<file path="config.mk">
export PLATFORM = sky130hd
export DESIGN_NAME = mdm_edge_irq
export DESIGN_NICKNAME = d
export VERILOG_FILES = /design/src/rtl/mdm_pkg.sv /design/src/rtl/mdm_sync.sv /design/src/rtl/mdm_edge_cell.sv /design/src/rtl/mdm_regs.sv /design/src/rtl/mdm_edge_irq.sv
export SDC_FILE = /design/constraint.sdc
export NUM_CORES = 1
export LEC_CHECK = 0
export ABC_AREA = 1
export BUFFER_PORTS_ARGS = -buffer_cell sky130_fd_sc_hd__buf_2
export CORE_MARGIN = 1.5
export CORE_UTILIZATION = 55
export CTS_BUF_LIST = sky130_fd_sc_hd__clkbuf_8
export DETAILED_ROUTE_END_ITERATION = 8
export PLACE_DENSITY = 0.84
export SLEW_MARGIN = 25
export SYNTH_ARGS = -nofsm -noshare
export SYNTH_HDL_FRONTEND = slang
export SYNTH_HIERARCHICAL = 1
export SYNTH_SLANG_ARGS = --single-unit
</file>
<file path="constraint.sdc">
create_clock -name clk -period 1.6 [get_ports clk]
set_input_delay 0.24 -clock clk [delete_from_list [all_inputs] [get_ports clk]]
set_output_delay 0.24 -clock clk [all_outputs]
set_load 0.1 [all_outputs]
</file>
<file path="src/rtl/mdm_pkg.sv">
package mdm_pkg;

  localparam int REG_W     = 8;
  localparam int ADDR_W    = 2;
  localparam int NUM_LINES = 4;
  localparam int NUM_EDGE  = 2;

  typedef enum logic [ADDR_W-1:0] {
    ADR_MCTL  = 2'd0,
    ADR_ECFG  = 2'd1,
    ADR_TMASK = 2'd2,
    ADR_LSTAT = 2'd3
  } reg_addr_e;

  // Bit position of each input within the synchronized level vector
  localparam int LN_RI  = 0;
  localparam int LN_CTS = 1;
  localparam int LN_DCD = 2;
  localparam int LN_DSR = 3;

  // Edge-capable lines, in order of their event bits
  localparam int EDGE_SRC [NUM_EDGE] = '{LN_CTS, LN_DCD};

  typedef struct packed {
    logic [NUM_EDGE-1:0] any_edge;
    logic [NUM_EDGE-1:0] line_en;
  } edge_cfg_t;

endpackage

</file>
<file path="src/rtl/mdm_sync.sv">
module mdm_sync #(
  parameter int WIDTH  = 4,
  parameter int STAGES = 2
) (
  input  logic             clk,
  input  logic             rst_n,
  input  logic [WIDTH-1:0] async_i,
  output logic [WIDTH-1:0] sync_o
);

  logic [STAGES-1:0][WIDTH-1:0] chain_q;

  always_ff @(posedge clk or negedge rst_n) begin
    if (!rst_n) begin
      chain_q <= '0;
    end else begin
      chain_q[0] <= async_i;
      for (int s = 1; s < STAGES; s++) chain_q[s] <= chain_q[s-1];
    end
  end

  assign sync_o = chain_q[STAGES-1];

endmodule

</file>
<file path="src/rtl/mdm_edge_cell.sv">
module mdm_edge_cell (
  input  logic clk,
  input  logic rst_n,
  input  logic level_i,
  input  logic any_edge_i,
  input  logic clear_i,
  output logic pend_o
);

  logic prev_q;
  logic pend_q;
  logic rise, fall, hit;

  assign rise = level_i & ~prev_q;
  assign fall = ~level_i & prev_q;
  assign hit  = rise | (any_edge_i & fall);

  always_ff @(posedge clk or negedge rst_n) begin
    if (!rst_n) begin
      prev_q <= 1'b0;
      pend_q <= 1'b0;
    end else begin
      prev_q <= level_i;
      pend_q <= (pend_q & ~clear_i) | hit;
    end
  end

  assign pend_o = pend_q;

  // a clear with no new event empties the bit
  p_clear_empties_r6: assert property (@(posedge clk) disable iff (!rst_n)
    (clear_i && !hit) |=> !pend_o);

  // a detected event is pending after the edge, even during a clear
  p_event_kept_r9: assert property (@(posedge clk) disable iff (!rst_n)
    hit |=> pend_o);

  // in rise-only mode a new event follows an asserted level
  p_rise_only_r4: assert property (@(posedge clk) disable iff (!rst_n)
    ($rose(pend_o) && !$past(any_edge_i)) |-> $past(level_i));

  // without clear or event the bit holds
  p_hold_r6: assert property (@(posedge clk) disable iff (!rst_n)
    (!clear_i && !hit) |=> $stable(pend_o));

endmodule

</file>
<file path="src/rtl/mdm_regs.sv">
module mdm_regs
  import mdm_pkg::*;
(
  input  logic                 clk,
  input  logic                 rst_n,
  input  logic                 wr_i,
  input  logic                 rd_i,
  input  logic [ADDR_W-1:0]    addr_i,
  input  logic [REG_W-1:0]     wdata_i,
  input  logic [NUM_LINES-1:0] level_i,
  input  logic [NUM_EDGE-1:0]  pend_i,
  output logic [1:0]           mctl_o,
  output edge_cfg_t            ecfg_o,
  output logic                 top_en_o,
  output logic                 stat_clear_o,
  output logic [REG_W-1:0]     rdata_o
);

  localparam int ECFG_W = 2 * NUM_EDGE;
  localparam int STAT_W = NUM_LINES + NUM_EDGE;

  logic [1:0]       mctl_q;
  edge_cfg_t        ecfg_q;
  logic             top_q;
  logic [REG_W-1:0] rdata_q;
  logic [REG_W-1:0] rd_mux;

  always_ff @(posedge clk or negedge rst_n) begin
    if (!rst_n) begin
      mctl_q <= 2'b11;
      ecfg_q <= '0;
      top_q  <= 1'b0;
    end else if (wr_i) begin
      unique case (reg_addr_e'(addr_i))
        ADR_MCTL:  mctl_q <= wdata_i[1:0];
        ADR_ECFG:  ecfg_q <= edge_cfg_t'(wdata_i[ECFG_W-1:0]);
        ADR_TMASK: top_q  <= wdata_i[0];
        default:   ;
      endcase
    end
  end

  always_comb begin
    rd_mux = '0;
    unique case (reg_addr_e'(addr_i))
      ADR_MCTL:  rd_mux[1:0]        = mctl_q;
      ADR_ECFG:  rd_mux[ECFG_W-1:0] = ecfg_q;
      ADR_TMASK: rd_mux[0]          = top_q;
      default:   rd_mux[STAT_W-1:0] = {pend_i, level_i};
    endcase
  end

  always_ff @(posedge clk or negedge rst_n) begin
    if (!rst_n)    rdata_q <= '0;
    else if (rd_i) rdata_q <= rd_mux;
  end

  assign stat_clear_o = rd_i && (reg_addr_e'(addr_i) == ADR_LSTAT);
  assign mctl_o       = mctl_q;
  assign ecfg_o       = ecfg_q;
  assign top_en_o     = top_q;
  assign rdata_o      = rdata_q;

  // a configuration write is reflected by the next read of that register
  p_ecfg_written_r11: assert property (@(posedge clk) disable iff (!rst_n)
    (wr_i && reg_addr_e'(addr_i) == ADR_ECFG) |=> (ecfg_o == $past(wdata_i[ECFG_W-1:0])));

endmodule

</file>
<file path="src/rtl/mdm_edge_irq.sv">
module mdm_edge_irq
  import mdm_pkg::*;
#(
  parameter int SYNC_STAGES = 2
) (
  input  logic              clk,
  input  logic              rst_n,
  input  logic              reg_wr_i,
  input  logic              reg_rd_i,
  input  logic [ADDR_W-1:0] reg_addr_i,
  input  logic [REG_W-1:0]  reg_wdata_i,
  output logic [REG_W-1:0]  reg_rdata_o,
  input  logic              ri_i,
  input  logic              cts_i,
  input  logic              dcd_i,
  input  logic              dsr_i,
  output logic              dtr_o,
  output logic              rts_o,
  output logic              irq_o
);

  logic [NUM_LINES-1:0] pins_raw;
  logic [NUM_LINES-1:0] level_s;
  logic [NUM_EDGE-1:0]  pend;
  logic [1:0]           mctl;
  edge_cfg_t            ecfg;
  logic                 top_en;
  logic                 stat_clear;
  logic                 src_req;

  always_comb begin
    pins_raw         = '0;
    pins_raw[LN_RI]  = ri_i;
    pins_raw[LN_CTS] = cts_i;
    pins_raw[LN_DCD] = dcd_i;
    pins_raw[LN_DSR] = dsr_i;
  end

  mdm_sync #(
    .WIDTH  (NUM_LINES),
    .STAGES (SYNC_STAGES)
  ) u_sync (
    .clk     (clk),
    .rst_n   (rst_n),
    .async_i (pins_raw),
    .sync_o  (level_s)
  );

  generate
    for (genvar e = 0; e < NUM_EDGE; e++) begin : g_edge
      mdm_edge_cell u_cell (
        .clk        (clk),
        .rst_n      (rst_n),
        .level_i    (level_s[EDGE_SRC[e]]),
        .any_edge_i (ecfg.any_edge[e]),
        .clear_i    (stat_clear),
        .pend_o     (pend[e])
      );
    end
  endgenerate

  mdm_regs u_regs (
    .clk          (clk),
    .rst_n        (rst_n),
    .wr_i         (reg_wr_i),
    .rd_i         (reg_rd_i),
    .addr_i       (reg_addr_i),
    .wdata_i      (reg_wdata_i),
    .level_i      (level_s),
    .pend_i       (pend),
    .mctl_o       (mctl),
    .ecfg_o       (ecfg),
    .top_en_o     (top_en),
    .stat_clear_o (stat_clear),
    .rdata_o      (reg_rdata_o)
  );

  assign src_req = |(pend & ecfg.line_en);
  assign irq_o   = src_req & top_en;
  assign dtr_o   = ~mctl[0];
  assign rts_o   = ~mctl[1];

  // pins carry the inverse of the control bits written
  p_out_inverted_r2: assert property (@(posedge clk) disable iff (!rst_n)
    (reg_wr_i && reg_addr_e'(reg_addr_i) == ADR_MCTL)
      |=> (dtr_o == ~$past(reg_wdata_i[0]) && rts_o == ~$past(reg_wdata_i[1])));

  // no request leaves while the top-level enable is off
  p_top_gate_r8: assert property (@(posedge clk) disable iff (!rst_n)
    irq_o |-> top_en);

  // a request needs an enabled pending event
  p_line_gate_r7: assert property (@(posedge clk) disable iff (!rst_n)
    irq_o |-> (|(pend & ecfg.line_en)));

endmodule

</file>
==> results of run 1 <==
-- logic make-up after synthesis --
family | count (synthesis)
flops | 25
buf+inv | 20
other cells | 1
compound gates | 7
simple gates | 57
-- power by group --
group | internal, mW | switching, mW | leakage [nW]
logic | 0.0748 | 0.329 | 0.315
registers | 0.701 | 0.0432 | 0.298
clock network | 0.176 | 0.192 | 0.0217
-- sequential cells by signal, summed over array words and instances (netlist names) --
register,count
u_regs/ecfg_o,4
g_edge.u_cell/prev_q,2
u_sync/sync_o,4
u_sync/chain_q,4
u_regs/mctl_o,2
u_regs/top_en_o,1
g_edge.u_cell/pend_o,2
u_regs/rdata_o,6
-- worst paths after layout --
check                                          to  slack (ns)
max in group asynchronous        u_regs/mctl_o[1]        0.75
worst min-delay path            u_sync/chain_q[3]        0.07
worst min register to register   u_sync/sync_o[3]        0.35
min in group asynchronous       u_regs/rdata_o[0]        0.48
worst max-delay path                        irq_o        0.15
worst max register to register  u_regs/rdata_o[0]        0.67
-- routing by layer --
layer	share of wire	wire [um]	global-route usage	vias up
met5	0	0	0	-
met4	0.0053	9	0.1029	0
met3	0.043	74	0.02353	2
met2	0.50	861	0.2944	27
met1	0.45	769	0.2481	347
li1	-	-	-	378
-- synthesized netlist by cell type --
library cell  number
o21ai_2            1
dfrtp_1           23
a21oi_2            1
o21ai_0            4
nor2_4             2
nand3_1           16
nand2_1           34
inv_1             13
buf_4              6
dfstp_2            2
o21ai_1            1
inv_2              1
nor2_1             3
nand2_4            1
conb_1             1
nand2_2            1
-- timing repair --
action,CTS,global route
hold buffers,1,0
endpoints found under the hold margin,23,0
resized for setup,0,1
endpoints found under the setup margin,0,1
-- cell type report --
type | instances | area (um2)
flip-flops and latches | 25 | 628.1
fillers | 149 | 553.0
multi-input cells | 66 | 309.0
repair buffers | 23 | 122.6
inverters | 14 | 52.55
clock buffers | 3 | 41.29
well taps | 25 | 31.28
clock inverters | 1 | 7.507
==> flow_summary.ini, run 1 <==
[outcome]
outcome = complete, no violations

[worst_setup_path]
regToRegStartpoint = u_regs/top_en_o
crit_required_ns = 1.36
path_class = register to primary output
rr_worst_depth = 4
worstSetupEndpointType = primary output
crit_cells = 3
arrival_ns = 1.21
critPathTopFamily = flip-flops
worst_path_max_delay_cell = dfrtp_1
critical_path.startpoint_type = register
critPathMaxFanout = 3
worst-path-buf-inv = 1
crit_chain = nand2_1, a21oi_2, clkbuf_4
max_stage_delay_ns = 0.40
critPathLaunch = u_regs/ecfg_o[1]

[sta]
finalHoldViolations = 0
setup_ws_ns = 0.1483
min_period_over_period = 0.9073
fin_skew_ns = 0.005338
drv_slew = 0
setup-tns-final_ns = 0
period_needed_ns = 1.452
timing.fmax_mhz = 688.8
setup_viol = 0
worst_slew_pin_slew_ns = 0.5162
timing.hold.ws_ns = 0.07184
relSlewSlack = 0.6559
rsz0062_at_grt = no

[synth]
post_synth_fa_ha_maj_area_fraction = 0
synth_top_area_cell = dfrtp_1
synth_top_family_by_area = simple AND/OR/NAND/NOR gates
netlist.area_leader.share = 0.5583
synthCells = 110
synth_mux_area_frac = 0
ys_ff_latch = 25
synth.area.top_cells = dfrtp_1 56%, nand2_1 12%, nand3_1 7.8%, dfstp_2 5.1%, inv_1 4.7%
synth_compound_area_frac = 0.04126
synth-simple-area-share = 0.2512
ys_types = 16
yosysSeqAreaShare = 0.6092
synth.cell_area_um2 = 1031
synthXorXnorAreaFrac = 0
yosysWarnings = 6
avgSynthCellArea_um2 = 9.373

[drt]
first_pass_iters = 5
routed-via-count = 754
drtIter0Drc = 14
avgViaCountPerCell = 4.803
drt-wirelength-per-cell_um = 10.92
routed_wl_um = 1714
ant_nets = 0
drc = 0

[cts]
clock_path_buffers = 2
cts_max_level = 1
clock_sinks = 25
cts_tree = built
cts_root_buffer = clkbuf_8
clk_pin_slew_ns = 0.09
numCtsBuffers = 3
clkLatencyLatePin_ns = 0.26
postCtsSetupBuffers = 0

[finish]
nets = 151
syn2layout_area_growth_pct = 15.65
final_util = 0.6832
diodes = 0
drive_gt1_frac = 0.2652
fin_cells = 157
final_common_cell = nand2_1
final_cell_area_um2 = 1192
layout_common_cells = 34 x nand2_1, 23 x dfrtp_1, 21 x buf_2, 16 x nand3_1, 13 x inv_1

[place]
place_inst = 152
place.port_buffers = 22
gp_congestion = 0.7238
dpl.hpwl_um = 1280
place_ws_ns = 0.3420
dpl-instance-area_um2 = 1131

[die]
core_area_um2 = 1745
num_io_pins = 29
start_util = 0.5907
die_w_um = 46.30
die_area_um2 = 2143
fp-row-count = 15
die_h_um = 46.30

[grt]
antenna_found_initial = 0
grt_pass1_wl_um = 2753
grtUsageTotal = 0.1865
grt_max_degree = 26
grt_pass1_vias = 663
grt_overflow = 0

[min_path]
hold_start = dsr_i
holdPathStages = 1
hp-class = input port to register

[flow_run]
maxCapViolations = 0

[power_and_ir_drop]
ir_worst_vdd_mv = 0.8947
power.total_mw = 1.516
power.density_nw_per_um2 = 1271
leakagePower_nw = 0.6356
No activity file was read; power rests on OpenSTA's default activity.
==> run 2: changes to the inputs <==
- SYNTH_HIERARCHICAL: 1 -> unset
==> run 2 against run 1 <==
Effect of this change: clock power barely moved; final cell count is 4.5% lower; via count is 5.4% lower; die area is 1.2% lower; largest cell class unchanged; clock-buffer cell count unchanged; non-clock buffer count is the same; maximum frequency down 0.98%; core utilization rose by 0.60 points; sequential power about the same; worst setup slack worse by 0.014 ns.
==> flow_summary.ini, run 2 <==
[place]
dpl.hpwl_um = 1175
gp_congestion = 0.7928
dpl-instance-area_um2 = 1129
place.port_buffers = 22

[worst_setup_path]
path_class = register to primary output
crit_required_ns = 1.36
worstSetupEndpointType = primary output
arrival_ns = 1.23
critPathMaxFanout = 3
critical_path.startpoint_type = register

[finish]
syn2layout_area_growth_pct = 16.97
final_util = 0.6891
final_cell_area_um2 = 1190
drive_gt1_frac = 0.2960
multi_input_area_um2 = 316.6
register_area_um2 = 628.1
num-fill-cells = 135
diodes = 0
largest_register_ff_count = 6
nets = 144
final_common_cell = nand2_1
layout_common_cells = 32 x nand2_1, 23 x dfrtp_1, 21 x buf_2, 13 x nand3_1

[cts]
clk_pin_slew_ns = 0.08
cts_root_buffer = clkbuf_8
clock_sinks = 25
cts_tree = built
postCtsSetupBuffers = 0
numCtsBuffers = 3
cts_max_level = 1
clock_path_buffers = 2
clkLatencyLatePin_ns = 0.26

[die]
core_area_um2 = 1727
die_h_um = 46.01
num_io_pins = 29
fp-row-count = 15
die_w_um = 46.01
start_util = 0.5891
die_area_um2 = 2116

[drt]
drt-wirelength-per-cell_um = 10.43
drtIter0Drc = 7
first_pass_iters = 4
routed-via-count = 713
avgViaCountPerCell = 4.753
ant_nets = 0
drc = 0
routed_wl_um = 1565

[synth]
avgSynthCellArea_um2 = 10.07
synthCells = 101
yosysMostFrequentCell = nand2_1
ys_ff_latch = 25
synthArstFlopShare = 1.000
synth_ff_type = dfrtp_1
netlist.area_leader.share = 0.5658
synth_enable_flop_cells = 0
yosysWarnings = 0
yosysSeqAreaShare = 0.6175
synth.area.top_cells = dfrtp_1 57%, nand2_1 12%, nand3_1 6.4%, dfstp_2 5.2%, o21ai_1 3.0%
synth.cell_area_um2 = 1017
ys_types = 18
synth_commonest_cells = 32 x nand2_1, 23 x dfrtp_1, 13 x nand3_1
synth_top_area_cell = dfrtp_1

[power_and_ir_drop]
p_seq_frac = 0.491
p_clk_frac = 0.242
pwr-share-comb = 0.267
switching_power_mw = 0.5581
power.share.switching = 0.3689
power.density_nw_per_um2 = 1271
internal_power_mw = 0.9547
leakagePower_nw = 0.6219
ir_worst_vdd_mv = 0.8855

[grt]
grt_max_degree = 26
antenna_found_initial = 0
grt_pass1_vias = 648
grt_overflow = 0
grtUsageTotal = 0.1678
grt_pass1_wl_um = 2539

[sta]
setup_viol = 0
finalHoldViolations = 0
drv_slew = 0
relSlewSlack = 0.6540
worst_slew_pin_slew_ns = 0.5190
fin_skew_ns = 0.001127
min_period_over_period = 0.9163
timing.hold.ws_ns = 0.07512
setup-tns-final_ns = 0
rsz0062_at_grt = no
period_needed_ns = 1.466
timing.fmax_mhz = 682.1

[outcome]
outcome = complete, no violations

[min_path]
hp-class = input port to register

[flow_run]
maxCapViolations = 0
-- run 2: cell count changes in the layout (fill, tap and decap cells not counted), sizes merged --
cell,previous run,this run
inv,14,10
nand2,36,33
o211ai,0,3
nand3,16,14
a21boi,0,1
a21oi,1,0
nor2,5,4
-- run 2: routing by layer --
metal	vias up	share of wire	global-route usage
met1	328	0.48	0.2268
met2	20	0.48	0.2611
li1	363	-	-
met3	2	0.037	0.03571
met5	-	0	0
met4	0	0.0038	0.06857
-- run 2: final timing paths --
path / cells past startpoint / end / slack (ns) / from
max: 3 / irq_o / 0.13 / g_edge[1].u_cell.pend_o
min: 1 / u_sync.chain_q[2] / 0.08 / dcd_i
max reg2reg: 4 / u_regs.rdata_o[1] / 0.77 / u_regs.mctl_o[1]
min reg2reg: 0 / u_sync.sync_o[3] / 0.36 / u_sync.chain_q[3]
max in group asynchronous: 2 / u_regs.mctl_o[1] / 0.76 / rst_n
min in group asynchronous: 2 / u_regs.rdata_o[1] / 0.48 / rst_n
-- run 2: timing repair --
item | in CTS | in global routing
resized for setup | 0 | 1
hold endpoints to repair | 23 | 0
hold buffers | 1 | 0
setup endpoints to repair | 0 | 1
-- run 2: per-stage QoR --
step,setup WS (ns),std cells,total power [mW]
detailed placement,0.3606,145,1.157
floorplan,0.06634,102,1.081
CTS,0.06099,150,1.522
global route,0.06352,150,1.580
global placement,0.3698,145,1.148
finish,0.1339,150,1.513
-- run 2: logic make-up (layout without fill, tap and decap cells) --
logic type | count (synthesis) | after routing | synth area share
DFF | 25 | 25 | 0.6175
buffers and inverters | 14 | 37 | 0.07871
AOI/OAI and AO/OA | 10 | 10 | 0.05904
other | 1 | 2 | 0.003686
and+or+nand+nor | 51 | 51 | 0.2411
-- run 2: final cells by class --
| class | count | area share |
|---|---|---|
| Sequential cell | 25 | 0.5279 |
| Multi-Input combinational cell | 63 | 0.2660 |
| Timing Repair Buffer | 23 | 0.1030 |
| Inverter | 10 | 0.03575 |
| Clock buffer | 3 | 0.03470 |
| Tap cell | 25 | 0.02629 |
| Clock inverter | 1 | 0.006309 |
-- run 2: worst max-delay path: stages (launching register included) --
cell	delay (ns)
dfrtp_1	0.40
nand2_1	0.08
a21boi_2	0.14
clkbuf_4	0.34
-- run 2: power groups by stage --
stage	Sequential (mW)	Combinational [mW]	Clock, mW
detailed placement	0.755	0.402	0
global route	0.749	0.434	0.397
floorplan	0.867	0.214	0
global placement	0.750	0.398	0
CTS	0.743	0.404	0.375
finish	0.742	0.404	0.366
